`src/rtl/lf_pkg.sv`:
```
package lf_pkg;
   typedef enum logic [1:0] {
      CMD_NOP = 2'd0,
      CMD_PRE = 2'd1,
      CMD_ACT = 2'd2,
      CMD_RD  = 2'd3
   } dram_cmd_e;

   typedef enum logic [2:0] {
      ST_IDLE,
      ST_PRE,
      ST_WRP,
      ST_ACT,
      ST_WRCD,
      ST_RD,
      ST_WCL,
      ST_BURST
   } seq_state_e;
endpackage

```
`src/rtl/lf_wait_timer.sv`:
```
module lf_wait_timer #(
   parameter int CNT_W = 4
) (
   input  logic             clk,
   input  logic             rst_n,
   input  logic             load_i,
   input  logic [CNT_W-1:0] val_i,
   output logic             expire_o,
   output logic             busy_o
);
   logic [CNT_W-1:0] cnt_q;

   always_ff @(posedge clk or negedge rst_n) begin
      if (!rst_n)             cnt_q <= '0;
      else if (load_i)        cnt_q <= val_i;
      else if (cnt_q != '0)   cnt_q <= cnt_q - CNT_W'(1);
   end

   assign expire_o = (cnt_q == CNT_W'(1));
   assign busy_o   = (cnt_q != '0);
endmodule

```
`src/rtl/lf_open_rows.sv`:
```
module lf_open_rows #(
   parameter int BANKS  = 4,
   parameter int ROW_W  = 12,
   parameter int BANK_W = $clog2(BANKS)
) (
   input  logic              clk,
   input  logic              rst_n,
   input  logic              act_i,
   input  logic              pre_i,
   input  logic [BANK_W-1:0] upd_bank_i,
   input  logic [ROW_W-1:0]  upd_row_i,
   input  logic [BANK_W-1:0] look_bank_i,
   input  logic [ROW_W-1:0]  look_row_i,
   output logic              hit_o
);
   logic [BANKS-1:0]       open_vec;
   logic [BANKS*ROW_W-1:0] row_flat;

   for (genvar b = 0; b < BANKS; b++) begin : g_bank
      logic             open_q;
      logic [ROW_W-1:0] row_q;
      logic             sel;
      assign sel = (upd_bank_i == BANK_W'(b));
      always_ff @(posedge clk or negedge rst_n) begin
         if (!rst_n) begin
            open_q <= 1'b0;
            row_q  <= '0;
         end else if (act_i && sel) begin
            open_q <= 1'b1;
            row_q  <= upd_row_i;
         end else if (pre_i && sel) begin
            open_q <= 1'b0;
         end
      end
      assign open_vec[b]                   = open_q;
      assign row_flat[b*ROW_W +: ROW_W]    = row_q;
   end

   assign hit_o = open_vec[look_bank_i] &&
                  (row_flat[look_bank_i*ROW_W +: ROW_W] == look_row_i);

   // a precharge leaves its bank closed in the following cycle
   a_r5_pre_closes: assert property (@(posedge clk) disable iff (!rst_n)
      pre_i |=> !open_vec[$past(upd_bank_i)]);
   // an activate leaves its bank open on the activated row
   a_r5_act_opens: assert property (@(posedge clk) disable iff (!rst_n)
      act_i |=> (open_vec[$past(upd_bank_i)] &&
                 row_flat[$past(upd_bank_i)*ROW_W +: ROW_W] == $past(upd_row_i)));
endmodule

```
`src/rtl/lf_burst_capture.sv`:
```
module lf_burst_capture #(
   parameter int WORD_W = 64,
   parameter int WORDS  = 8,
   parameter int OFF_W  = $clog2(WORDS)
) (
   input  logic              clk,
   input  logic              rst_n,
   input  logic              cap_i,
   input  logic [OFF_W-1:0]  crit_i,
   input  logic [WORD_W-1:0] dq0_i,
   input  logic [WORD_W-1:0] dq1_i,
   output logic              done_o,
   output logic              valid_o,
   output logic              last_o,
   output logic [OFF_W-1:0]  idx0_o,
   output logic [OFF_W-1:0]  idx1_o,
   output logic [WORD_W-1:0] data0_o,
   output logic [WORD_W-1:0] data1_o
);
   localparam int PAIRS = WORDS / 2;
   localparam int PC_W  = (PAIRS > 1) ? $clog2(PAIRS) : 1;

   logic [PC_W-1:0]  pc_q;
   logic [OFF_W-1:0] base;

   assign done_o = cap_i && (pc_q == PC_W'(PAIRS - 1));
   assign base   = OFF_W'(crit_i + OFF_W'({pc_q, 1'b0}));

   always_ff @(posedge clk or negedge rst_n) begin
      if (!rst_n)      pc_q <= '0;
      else if (done_o) pc_q <= '0;
      else if (cap_i)  pc_q <= pc_q + PC_W'(1);
   end

   always_ff @(posedge clk or negedge rst_n) begin
      if (!rst_n) begin
         valid_o <= 1'b0;
         last_o  <= 1'b0;
         idx0_o  <= '0;
         idx1_o  <= '0;
         data0_o <= '0;
         data1_o <= '0;
      end else begin
         valid_o <= cap_i;
         last_o  <= done_o;
         if (cap_i) begin
            idx0_o  <= base;
            idx1_o  <= OFF_W'(base + OFF_W'(1));
            data0_o <= dq0_i;
            data1_o <= dq1_i;
         end
      end
   end

   // consecutive pairs of one line advance the slot-0 index by two
   a_r6_stride: assert property (@(posedge clk) disable iff (!rst_n)
      (valid_o && $past(valid_o) && !$past(last_o)) |->
         idx0_o == OFF_W'($past(idx0_o) + OFF_W'(2)));
   // the final-pair flag never stands without valid data
   a_r7_last_valid: assert property (@(posedge clk) disable iff (!rst_n)
      last_o |-> valid_o);
endmodule

```
`src/rtl/dram_line_filler.sv`:
```
module dram_line_filler
   import lf_pkg::*;
#(
   parameter int WORD_W     = 64,
   parameter int LINE_BYTES = 64,
   parameter int BANKS      = 4,
   parameter int ROW_W      = 12,
   parameter int COL_W      = 7,
   parameter int T_RP       = 13,
   parameter int T_RCD      = 14,
   parameter int T_CL       = 11,
   localparam int BANK_W    = $clog2(BANKS),
   localparam int ADDR_W    = ROW_W + BANK_W + COL_W,
   localparam int WORDS     = LINE_BYTES * 8 / WORD_W,
   localparam int OFF_W     = $clog2(WORDS)
) (
   input  logic              clk,
   input  logic              rst_n,
   input  logic              req_valid_i,
   output logic              req_ready_o,
   input  logic [ADDR_W-1:0] req_addr_i,
   output logic [1:0]        cmd_o,
   output logic [BANK_W-1:0] cmd_bank_o,
   output logic [ROW_W-1:0]  cmd_row_o,
   output logic [COL_W-1:0]  cmd_col_o,
   input  logic [WORD_W-1:0] dq0_i,
   input  logic [WORD_W-1:0] dq1_i,
   output logic              fill_valid_o,
   output logic              fill_last_o,
   output logic [OFF_W-1:0]  fill_idx0_o,
   output logic [OFF_W-1:0]  fill_idx1_o,
   output logic [WORD_W-1:0] fill_data0_o,
   output logic [WORD_W-1:0] fill_data1_o
);
   localparam int T_MAX = (T_RP > T_RCD) ? ((T_RP > T_CL) ? T_RP : T_CL)
                                         : ((T_RCD > T_CL) ? T_RCD : T_CL);
   localparam int CNT_W = $clog2(T_MAX + 1);

   // elaboration-time parameter checks
   if (!(LINE_BYTES == 32 || LINE_BYTES == 64)) begin : g_chk_line
      $error("LINE_BYTES must be 32 or 64");
   end
   if (WORD_W != 64) begin : g_chk_word
      $error("WORD_W must be 64");
   end
   if (BANKS < 2 || (BANKS & (BANKS - 1)) != 0) begin : g_chk_banks
      $error("BANKS must be a power of two, at least 2");
   end
   if (COL_W < OFF_W) begin : g_chk_col
      $error("COL_W must cover a whole line");
   end
   if (T_RP < 2 || T_RCD < 2 || T_CL < 2) begin : g_chk_timing
      $error("every wait must be at least 2 cycles");
   end

   seq_state_e        state_q, state_d;
   logic [ADDR_W-1:0] addr_q;
   logic              accept, row_hit, burst_done;
   logic              t_load, t_expire, t_busy;
   logic [CNT_W-1:0]  t_val;
   logic [ROW_W-1:0]  look_row;
   logic [BANK_W-1:0] look_bank;
   dram_cmd_e         cmd_e;

   wire [ROW_W-1:0]  cur_row  = addr_q[ADDR_W-1 -: ROW_W];
   wire [BANK_W-1:0] cur_bank = addr_q[COL_W +: BANK_W];
   wire [COL_W-1:0]  cur_col  = addr_q[COL_W-1:0];

   assign req_ready_o = (state_q == ST_IDLE);
   assign accept      = req_valid_i && req_ready_o;
   assign look_row    = req_ready_o ? req_addr_i[ADDR_W-1 -: ROW_W] : cur_row;
   assign look_bank   = req_ready_o ? req_addr_i[COL_W +: BANK_W]   : cur_bank;

   always_ff @(posedge clk or negedge rst_n) begin
      if (!rst_n) begin
         state_q <= ST_IDLE;
         addr_q  <= '0;
      end else begin
         state_q <= state_d;
         if (accept) addr_q <= req_addr_i;
      end
   end

   always_comb begin
      state_d = state_q;
      unique case (state_q)
         ST_IDLE:  if (accept) state_d = row_hit ? ST_RD : ST_PRE;
         ST_PRE:   state_d = ST_WRP;
         ST_WRP:   if (t_expire) state_d = ST_ACT;
         ST_ACT:   state_d = ST_WRCD;
         ST_WRCD:  if (t_expire) state_d = ST_RD;
         ST_RD:    state_d = ST_WCL;
         ST_WCL:   if (t_expire) state_d = ST_BURST;
         ST_BURST: if (burst_done) state_d = ST_IDLE;
         default:  state_d = ST_IDLE;
      endcase
   end

   always_comb begin
      cmd_e  = CMD_NOP;
      t_load = 1'b1;
      t_val  = '0;
      unique case (state_q)
         ST_PRE: begin cmd_e = CMD_PRE; t_val = CNT_W'(T_RP - 1);  end
         ST_ACT: begin cmd_e = CMD_ACT; t_val = CNT_W'(T_RCD - 1); end
         ST_RD:  begin cmd_e = CMD_RD;  t_val = CNT_W'(T_CL - 1);  end
         default: t_load = 1'b0;
      endcase
   end

   assign cmd_o      = cmd_e;
   assign cmd_bank_o = cur_bank;
   assign cmd_row_o  = cur_row;
   assign cmd_col_o  = cur_col;

   lf_wait_timer #(.CNT_W(CNT_W)) u_timer (
      .clk      (clk),
      .rst_n    (rst_n),
      .load_i   (t_load),
      .val_i    (t_val),
      .expire_o (t_expire),
      .busy_o   (t_busy)
   );

   lf_open_rows #(.BANKS(BANKS), .ROW_W(ROW_W), .BANK_W(BANK_W)) u_rows (
      .clk         (clk),
      .rst_n       (rst_n),
      .act_i       (state_q == ST_ACT),
      .pre_i       (state_q == ST_PRE),
      .upd_bank_i  (cur_bank),
      .upd_row_i   (cur_row),
      .look_bank_i (look_bank),
      .look_row_i  (look_row),
      .hit_o       (row_hit)
   );

   lf_burst_capture #(.WORD_W(WORD_W), .WORDS(WORDS), .OFF_W(OFF_W)) u_burst (
      .clk     (clk),
      .rst_n   (rst_n),
      .cap_i   (state_q == ST_BURST),
      .crit_i  (cur_col[OFF_W-1:0]),
      .dq0_i   (dq0_i),
      .dq1_i   (dq1_i),
      .done_o  (burst_done),
      .valid_o (fill_valid_o),
      .last_o  (fill_last_o),
      .idx0_o  (fill_idx0_o),
      .idx1_o  (fill_idx1_o),
      .data0_o (fill_data0_o),
      .data1_o (fill_data1_o)
   );

   // no new request is taken while a line is still being delivered
   a_r8_ready_busy: assert property (@(posedge clk) disable iff (!rst_n)
      (fill_valid_o && !fill_last_o) |-> !req_ready_o);
   // a read is only issued to a bank whose open row matches the request
   a_r4_rd_open_row: assert property (@(posedge clk) disable iff (!rst_n)
      (cmd_o == CMD_RD) |-> row_hit);
   // the bus stays quiet while a wait is counting
   a_r2_quiet_wait: assert property (@(posedge clk) disable iff (!rst_n)
      t_busy |-> (cmd_o == CMD_NOP));
   // a request seen while busy does not change the latched address
   a_r9_hold_addr: assert property (@(posedge clk) disable iff (!rst_n)
      !req_ready_o |=> (req_ready_o || $stable(addr_q)));
endmodule

```
`config.mk`:
```
export PLATFORM = sky130hd
export DESIGN_NAME = dram_line_filler
export DESIGN_NICKNAME = d
export VERILOG_FILES = /design/src/rtl/lf_pkg.sv /design/src/rtl/lf_wait_timer.sv /design/src/rtl/lf_open_rows.sv /design/src/rtl/lf_burst_capture.sv /design/src/rtl/dram_line_filler.sv
export SDC_FILE = /design/constraint.sdc
export NUM_CORES = 1
export LEC_CHECK = 0
export ABC_AREA = 1
export BUFFER_PORTS_ARGS = -buffer_cell sky130_fd_sc_hd__buf_4
export CORE_MARGIN = 4
export CORE_UTILIZATION = 47
export CTS_BUF_LIST = sky130_fd_sc_hd__clkbuf_8
export DETAILED_ROUTE_END_ITERATION = 10
export GPL_TIMING_DRIVEN = 0
export HOLD_SLACK_MARGIN = 0.02
export PLACE_DENSITY_LB_ADDON = 0.05
export RECOVER_POWER = 50
export SETUP_SLACK_MARGIN = 0.1
export SLEW_MARGIN = 10
export SYNTH_ARGS = -nofsm -noshare
export SYNTH_HDL_FRONTEND = slang
export SYNTH_SLANG_ARGS = --single-unit
export TNS_END_PERCENT = 5
```
`constraint.sdc`:
```
create_clock -name clk -period 1.6 [get_ports clk]
set_input_delay 0.16 -clock clk [delete_from_list [all_inputs] [get_ports clk]]
set_output_delay 0.16 -clock clk [all_outputs]
set_load 0.01 [all_outputs]
```
==> flow_summary.ini, run 1 <==
[clock_tree]
insertion_delay_ns = 0.53
clk_path_buf_depth = 3
cts.sinks = 218
root_buffer = clkbuf_8
htree_levels = 2
numCtsBuffers = 39
clkTransAtPathRegs_ns = 0.06
cts_tree = built

[placement]
gp_congestion = 0.8726
hpwl_mm = 21.32
numPortBuffers = 311
place_area_um2 = 12150

[synth]
synth_largest_area_cell = dfrtp_1
synth_edf_count = 0
synthArstFlopShare = 1.000
synthMuxAreaShare = 0
synth_top_family_by_area = simple AND/OR/NAND/NOR gates
synth-xor-area-share = 0.002792
yosysWarnings = 0
synth_fp_nets = 1312
synth_compound_area_frac = 0.05451
syn_avg_cell_area_um2 = 8.154
ys_seq_area_frac = 0.5797
yosys.area.top_type_share = 0.5797
ys_top_cells_by_area = dfrtp_1 (58%), nand2_1 (24%), o21ai_0 (4.4%)
synth_flop_cell = dfrtp_1
ys_ff_latch = 218
syn-cell-area_um2 = 9410
ys_types = 29
netlist_top_cells_count = nand2_1 (598), dfrtp_1 (218), o21ai_0 (83)
synth_cells = 1154
synth-adder-area-share = 0.007978
synthSimpleGateAreaFrac = 0.3018
synth_most_common_cell = nand2_1

[route]
firstDrtPassIters = 5
finalWirelength_mm = 33.32
ant_nets = 0
dr_total_vias = 9738
drc = 0
viasPerCell = 4.943
detail_route.wl_per_cell_um = 16.91
drt_iter0_drc = 650

[grt]
antenna_found_initial = 1
grt_util_all_layers = 0.2916
grt_pass1_vias = 10140
overflow = 0
grt_first_pass_wirelength_mm = 51.51
grt_max_degree = 107

[timing]
tightest_slew_ns = 0.8881
post-route-min-period_ns = 1.990
max_freq_mhz = 502.6
rsz0062_at_grt = yes
timing.slew.headroom = 0.4079
finClkSkew_ns = 0.01526
finalSetupViolCount = 74
slew_viol_final = 0
final.period_utilization = 1.244
worst_slack_ns = -0.3897
finalHoldViolCount = 0
fin_tns_setup_ns = -6.873

[critical_path]
critPathLaunchType = flip-flop
cp.required_ns = 2.01
crit_fanout = 8
end_kind = flip-flop
crit_arrival_ns = 2.40
crit_type = flip-flop to flip-flop

[floorplan]
core_area_um2 = 19590
die_x_um = 149.5
pin_count = 312
rows = 51
start_util = 0.4804
die_y_um = 149.5
dieArea_um2 = 22350

[final_layout]
fin_nets = 1837
drive_gt1_frac = 0.2230
utilization = 0.7452
syn2layout_area_growth_pct = 55.13
fillers = 1522
fin_area_um2 = 14600

[power_and_ir_drop]
vdd_drop_max_v = 0.0005124
pwr_density_cell_nw_per_um2 = 810.0
p_leak_uw = 0.007079
p_total_uw = 11820

[run_status]
status = complete, but fails checks
failed_checks = negative setup slack

[worst_hold_path]
min_path_type = input pin to async pin

[flow_run]
max-cap-violations = 0
critical path, cell delays in order (launching register included):
cell and delay (ns):
dfrtp_2 0.44, nor2_8 0.19, nand2_8 0.13, o21ai_4 0.27, buf_6 0.18, buf_4 0.13, nand3_1 0.08, nand3_1 0.08
nand2_1 0.09, nand3_1 0.09, nor2_1 0.05, nand2_1 0.08, nand2_1 0.05
timing repair:
| item | 4_1_cts | 5_1_grt |
|---|---|---|
| pin swaps | 7 | 13 |
| hold buffers | 150 | 0 |
| gates cloned | 1 | 2 |
| setup buffers | 10 | 8 |
| endpoints found under the hold margin | 211 | 0 |
| setup endpoints to repair | 217 | 210 |
| gates resized for setup | 87 | 51 |
layout by cell type, fill, tap and decap left out, types with 3 or more instances in the layout:
cell type	count
a21oi_1	6
buf_2	3
buf_4	254
buf_6	11
buf_8	3
clkbuf_1	92
clkbuf_2	6
clkbuf_4	8
clkbuf_8	59
dfrtp_1	214
dfrtp_2	4
dlygate4sd3_1	150
ha_1	6
inv_1	79
nand2_1	592
nand2_2	7
nand2_8	4
nand3_1	71
nand3_4	3
nand3b_1	5
nor2_1	15
nor3_2	3
o21ai_0	77
o21ai_1	6
xnor2_1	3
metal layers:
| layer | GRT usage | wire length, um | share of wire | up-vias |
|---|---|---|---|---|
| met2 | 0.4896 | 16410 | 0.49 | 415 |
| met1 | 0.3491 | 12740 | 0.38 | 4588 |
| met5 | 0 | 0 | 0 | - |
| li1 | - | - | - | 4634 |
| met3 | 0.07147 | 2613 | 0.078 | 101 |
| met4 | 0.1506 | 1563 | 0.047 | 0 |
final cells by class:
cell class | instances | area [um^2] | share of cell area
Antenna cell | 1 | 2.502 | 0.0001714
Buffer | 53 | 445.4 | 0.03051
Clock buffer | 51 | 701.9 | 0.04808
Clock inverter | 15 | 66.31 | 0.004543
Inverter | 69 | 269.0 | 0.01843
Multi-Input combinational cell | 814 | 3576 | 0.2450
Sequential cell | 218 | 5460 | 0.3740
Tap cell | 265 | 331.6 | 0.02271
Timing Repair Buffer | 484 | 3745 | 0.2565
kinds of logic after synthesis:
kind of cell,after synthesis
compound gates,98
flops,218
buf+inv,122
simple gates,707
xor+xnor,3
fa+ha+maj,6
registers in the layout (all words and copies together), names as in the netlist:
name and cells:
u_burst.pc_q 2, addr_q 21, u_burst.last_o 1, u_rows.g_bank.open_q 4, u_burst.data1_o 64, u_timer.cnt_q 4
u_burst.data0_o 64, state_q 3, u_rows.g_bank.row_q 48, u_burst.idx1_o 3, u_burst.idx0_o 3, u_burst.valid_o 1
per-stage QoR:
step / hold slack [ns] / std cells / worst slack [ns]
2_1_floorplan: -0.1356 / 1154 / -0.06861
3_3_place_gp: 0.3595 / 1730 / -1.545
3_5_place_dp: 0.09545 / 1732 / -0.5546
4_1_cts: 0.04425 / 1959 / -0.3607
5_1_grt: 0.1373 / 1970 / -0.5035
6_report: 0.1092 / 1970 / -0.3897
worst paths after layout:
path | start | end | slack (ns) | depth (start not counted)
max in group asynchronous | rst_n | u_burst.data0_o[11]$_DFFE_PN0P_ | 0.01 | 4
hold / removal | rst_n | addr_q[9]$_DFFE_PN0P_ | 0.11 | 2
setup reg to reg | state_q[2]$_DFFE_PN0P_ | state_q[2]$_DFFE_PN0P_ | -0.39 | 12
setup / recovery | state_q[2]$_DFFE_PN0P_ | state_q[2]$_DFFE_PN0P_ | -0.39 | 12
min in group clk | req_valid_i | state_q[0]$_DFFE_PN0P_ | 0.13 | 4
hold reg to reg | u_burst.data1_o[3]$_DFFE_PN0P_ | u_burst.data1_o[3]$_DFFE_PN0P_ | 0.47 | 2
report_power, final:
part / leakage, uW / switching (uW) / internal (uW)
logic: 0.00432 / 512 / 647
registers: 0.00232 / 29.3 / 5550
clock network: 0.000439 / 2250 / 2840
total: 0.00708 / 2790 / 9030
No activity file was read; power rests on OpenSTA's default activity.
==> run 2: changes to the inputs <==
==> constraint.sdc (replaced) <==
create_clock -name clk -period 1.6 [get_ports clk]
set_input_delay 0.08 -clock clk [delete_from_list [all_inputs] [get_ports clk]]
set_output_delay 0.08 -clock clk [all_outputs]
set_load 0.01 [all_outputs]
==> run 2 against run 1 <==
Compared with the run above: the flow still finishes with violations (negative setup slack); worst hold slack lost 0.081 ns; flip-flop and latch count is the same; power is essentially flat; sequential share of layout area is essentially flat; global-route usage is the same; clock-buffer cell count is the same; non-clock buffer count grew 1; first-iteration DRC count shrank 3.5%; wire length shrank 0.16%.
==> flow_summary.ini, run 2 (same netlist as run 1, synthesis figures left out) <==
[critical_path]
cp_slowest_cell = dfrtp_2
crit_chain = nor2_8 -> nand2_8 -> o21ai_4 -> buf_6 -> nand3_1 -> nand3_1 -> nand2_2 -> nor2_2 -> nand2_1 -> nor2_1 -> nand2_1 -> nand2_1
slowest_delay_ns = 0.44
end_kind = flip-flop
cp.required_ns = 2.06
crit_type = flip-flop to flip-flop
cp_top_family = simple AND/OR/NAND/NOR gates
crit_arrival_ns = 2.46
crit_fanout = 8
crit_buf_inv = 1
critPathLaunchType = flip-flop
crit_top_cell = nand2_1

[placement]
hpwl_mm = 21.32
numPortBuffers = 311
gp_congestion = 0.8726

[power_and_ir_drop]
p_sw_uw = 2787
p_seq_frac = 0.472
p_clk_frac = 0.430
internal_power_uw = 9032
pwr_density_cell_nw_per_um2 = 809.2
vdd_drop_max_v = 0.0005124
p_leak_uw = 0.007082
p_comb_frac = 0.098
p_total_uw = 11820
swShare = 0.2358

[timing]
post-route-min-period_ns = 2.001
slew_viol_final = 0
final.period_utilization = 1.251
max_freq_mhz = 499.7
tightest_slew_ns = 1.009
fin_tns_setup_ns = -6.727
worst_slack_ns = -0.4013
finClkSkew_ns = 0.01438
finalSetupViolCount = 73
timing.slew.headroom = 0.3273
rsz0062_at_grt = yes
finalHoldViolCount = 0

[grt]
overflow = 0
grt_first_pass_wirelength_mm = 51.52
grt_util_all_layers = 0.2916
grt_max_degree = 107
grt_pass1_vias = 10140
antenna_found_initial = 1

[worst_hold_path]
min_path_type = input pin to async pin

[final_layout]
syn2layout_area_growth_pct = 55.21
final_common_cell = nand2_1
utilization = 0.7455
drive_gt1_frac = 0.2229
layout_common_cells = nand2_1 (592), buf_4 (254), dfrtp_1 (214)
reg_top3 = u_burst.data0_o x64, u_burst.data1_o x64, u_rows.g_bank.row_q x48
fin_nets = 1838

[clock_tree]
numCtsBuffers = 39
cts.sinks = 218
clkTransAtPathRegs_ns = 0.06
cts_tree = built
insertion_delay_ns = 0.53
root_buffer = clkbuf_8
clk_path_buf_depth = 3
htree_levels = 2

[run_status]
failed_checks = negative setup slack
status = complete, but fails checks

[floorplan]
die_x_um = 149.5
rows = 51
start_util = 0.4804
die_y_um = 149.5
core_area_um2 = 19590
pin_count = 312
dieArea_um2 = 22350

[route]
viasPerCell = 4.971
drt_iter0_drc = 627
dr_total_vias = 9797
ant_nets = 0
finalWirelength_mm = 33.27
detail_route.wl_per_cell_um = 16.88
drc = 0
firstDrtPassIters = 5

[flow_run]
max-cap-violations = 0
-- run 2: stage by stage --
step | hold WS (ns) | instances | setup slack [ns] | area, um^2
CTS | 0.04570 | 1960 | -0.3607 | 14760
detailed placement | 0.01545 | 1732 | -0.5546 | 12150
finish | 0.02841 | 1971 | -0.4013 | 14610
global route | 0.07110 | 1971 | -0.5035 | 14610
global placement | 0.2795 | 1730 | -1.465 | 12090
floorplan | -0.2156 | 1154 | -0.06861 | 9420
-- run 2: metal layers --
| layer | track usage | vias to the layer above | part of all wire |
|---|---|---|---|
| met5 | 0 | - | 0 |
| met4 | 0.1506 | 0 | 0.048 |
| met3 | 0.07147 | 106 | 0.078 |
| met2 | 0.4896 | 421 | 0.49 |
| met1 | 0.3491 | 4633 | 0.38 |
| li1 | - | 4637 | - |
-- run 2: power by group through the flow --
stage               Clock [uW]  Sequential, uW  Combinational [uW]
floorplan                    0            5680                 218
global placement             0            5670                 765
detailed placement           0            5670                 791
CTS                       5200            5580                1140
global route              5470            5580                1250
finish                    5080            5580                1160
-- run 2: what timing repair did --
action,CTS,global route
endpoints found under the setup margin,217,210
resized for setup,87,51
setup buffers,10,8
endpoints found under the hold margin,307,0
pin swaps,7,13
gates cloned,1,2
hold buffers,151,0
-- run 2: worst paths after layout --
path / start / to / slack [ns] / cells past startpoint
max in group asynchronous: rst_n / u_burst.data0_o[11]$_DFFE_PN0P_ / 0.07 / 4
min in group clk: dq1_i[41] / u_burst.data1_o[41]$_DFFE_PN0P_ / 0.29 / 4
worst min-delay path: rst_n / addr_q[9]$_DFFE_PN0P_ / 0.03 / 2
worst min register to register: u_burst.data1_o[3]$_DFFE_PN0P_ / u_burst.data1_o[3]$_DFFE_PN0P_ / 0.47 / 2
worst max register to register: state_q[2]$_DFFE_PN0P_ / state_q[2]$_DFFE_PN0P_ / -0.40 / 12
worst max-delay path: state_q[2]$_DFFE_PN0P_ / state_q[2]$_DFFE_PN0P_ / -0.40 / 12
-- run 2: final cells by class --
type,instances,area (um^2)
plain buffers,53,445.4
clock buffers,51,701.9
fillers,1522,4985
clock inverters,15,66.31
well taps,265,331.6
flip-flops and latches,218,5460
inverters,69,269.0
diodes,1,2.502
repair buffers,485,3752
multi-input cells,814,3576
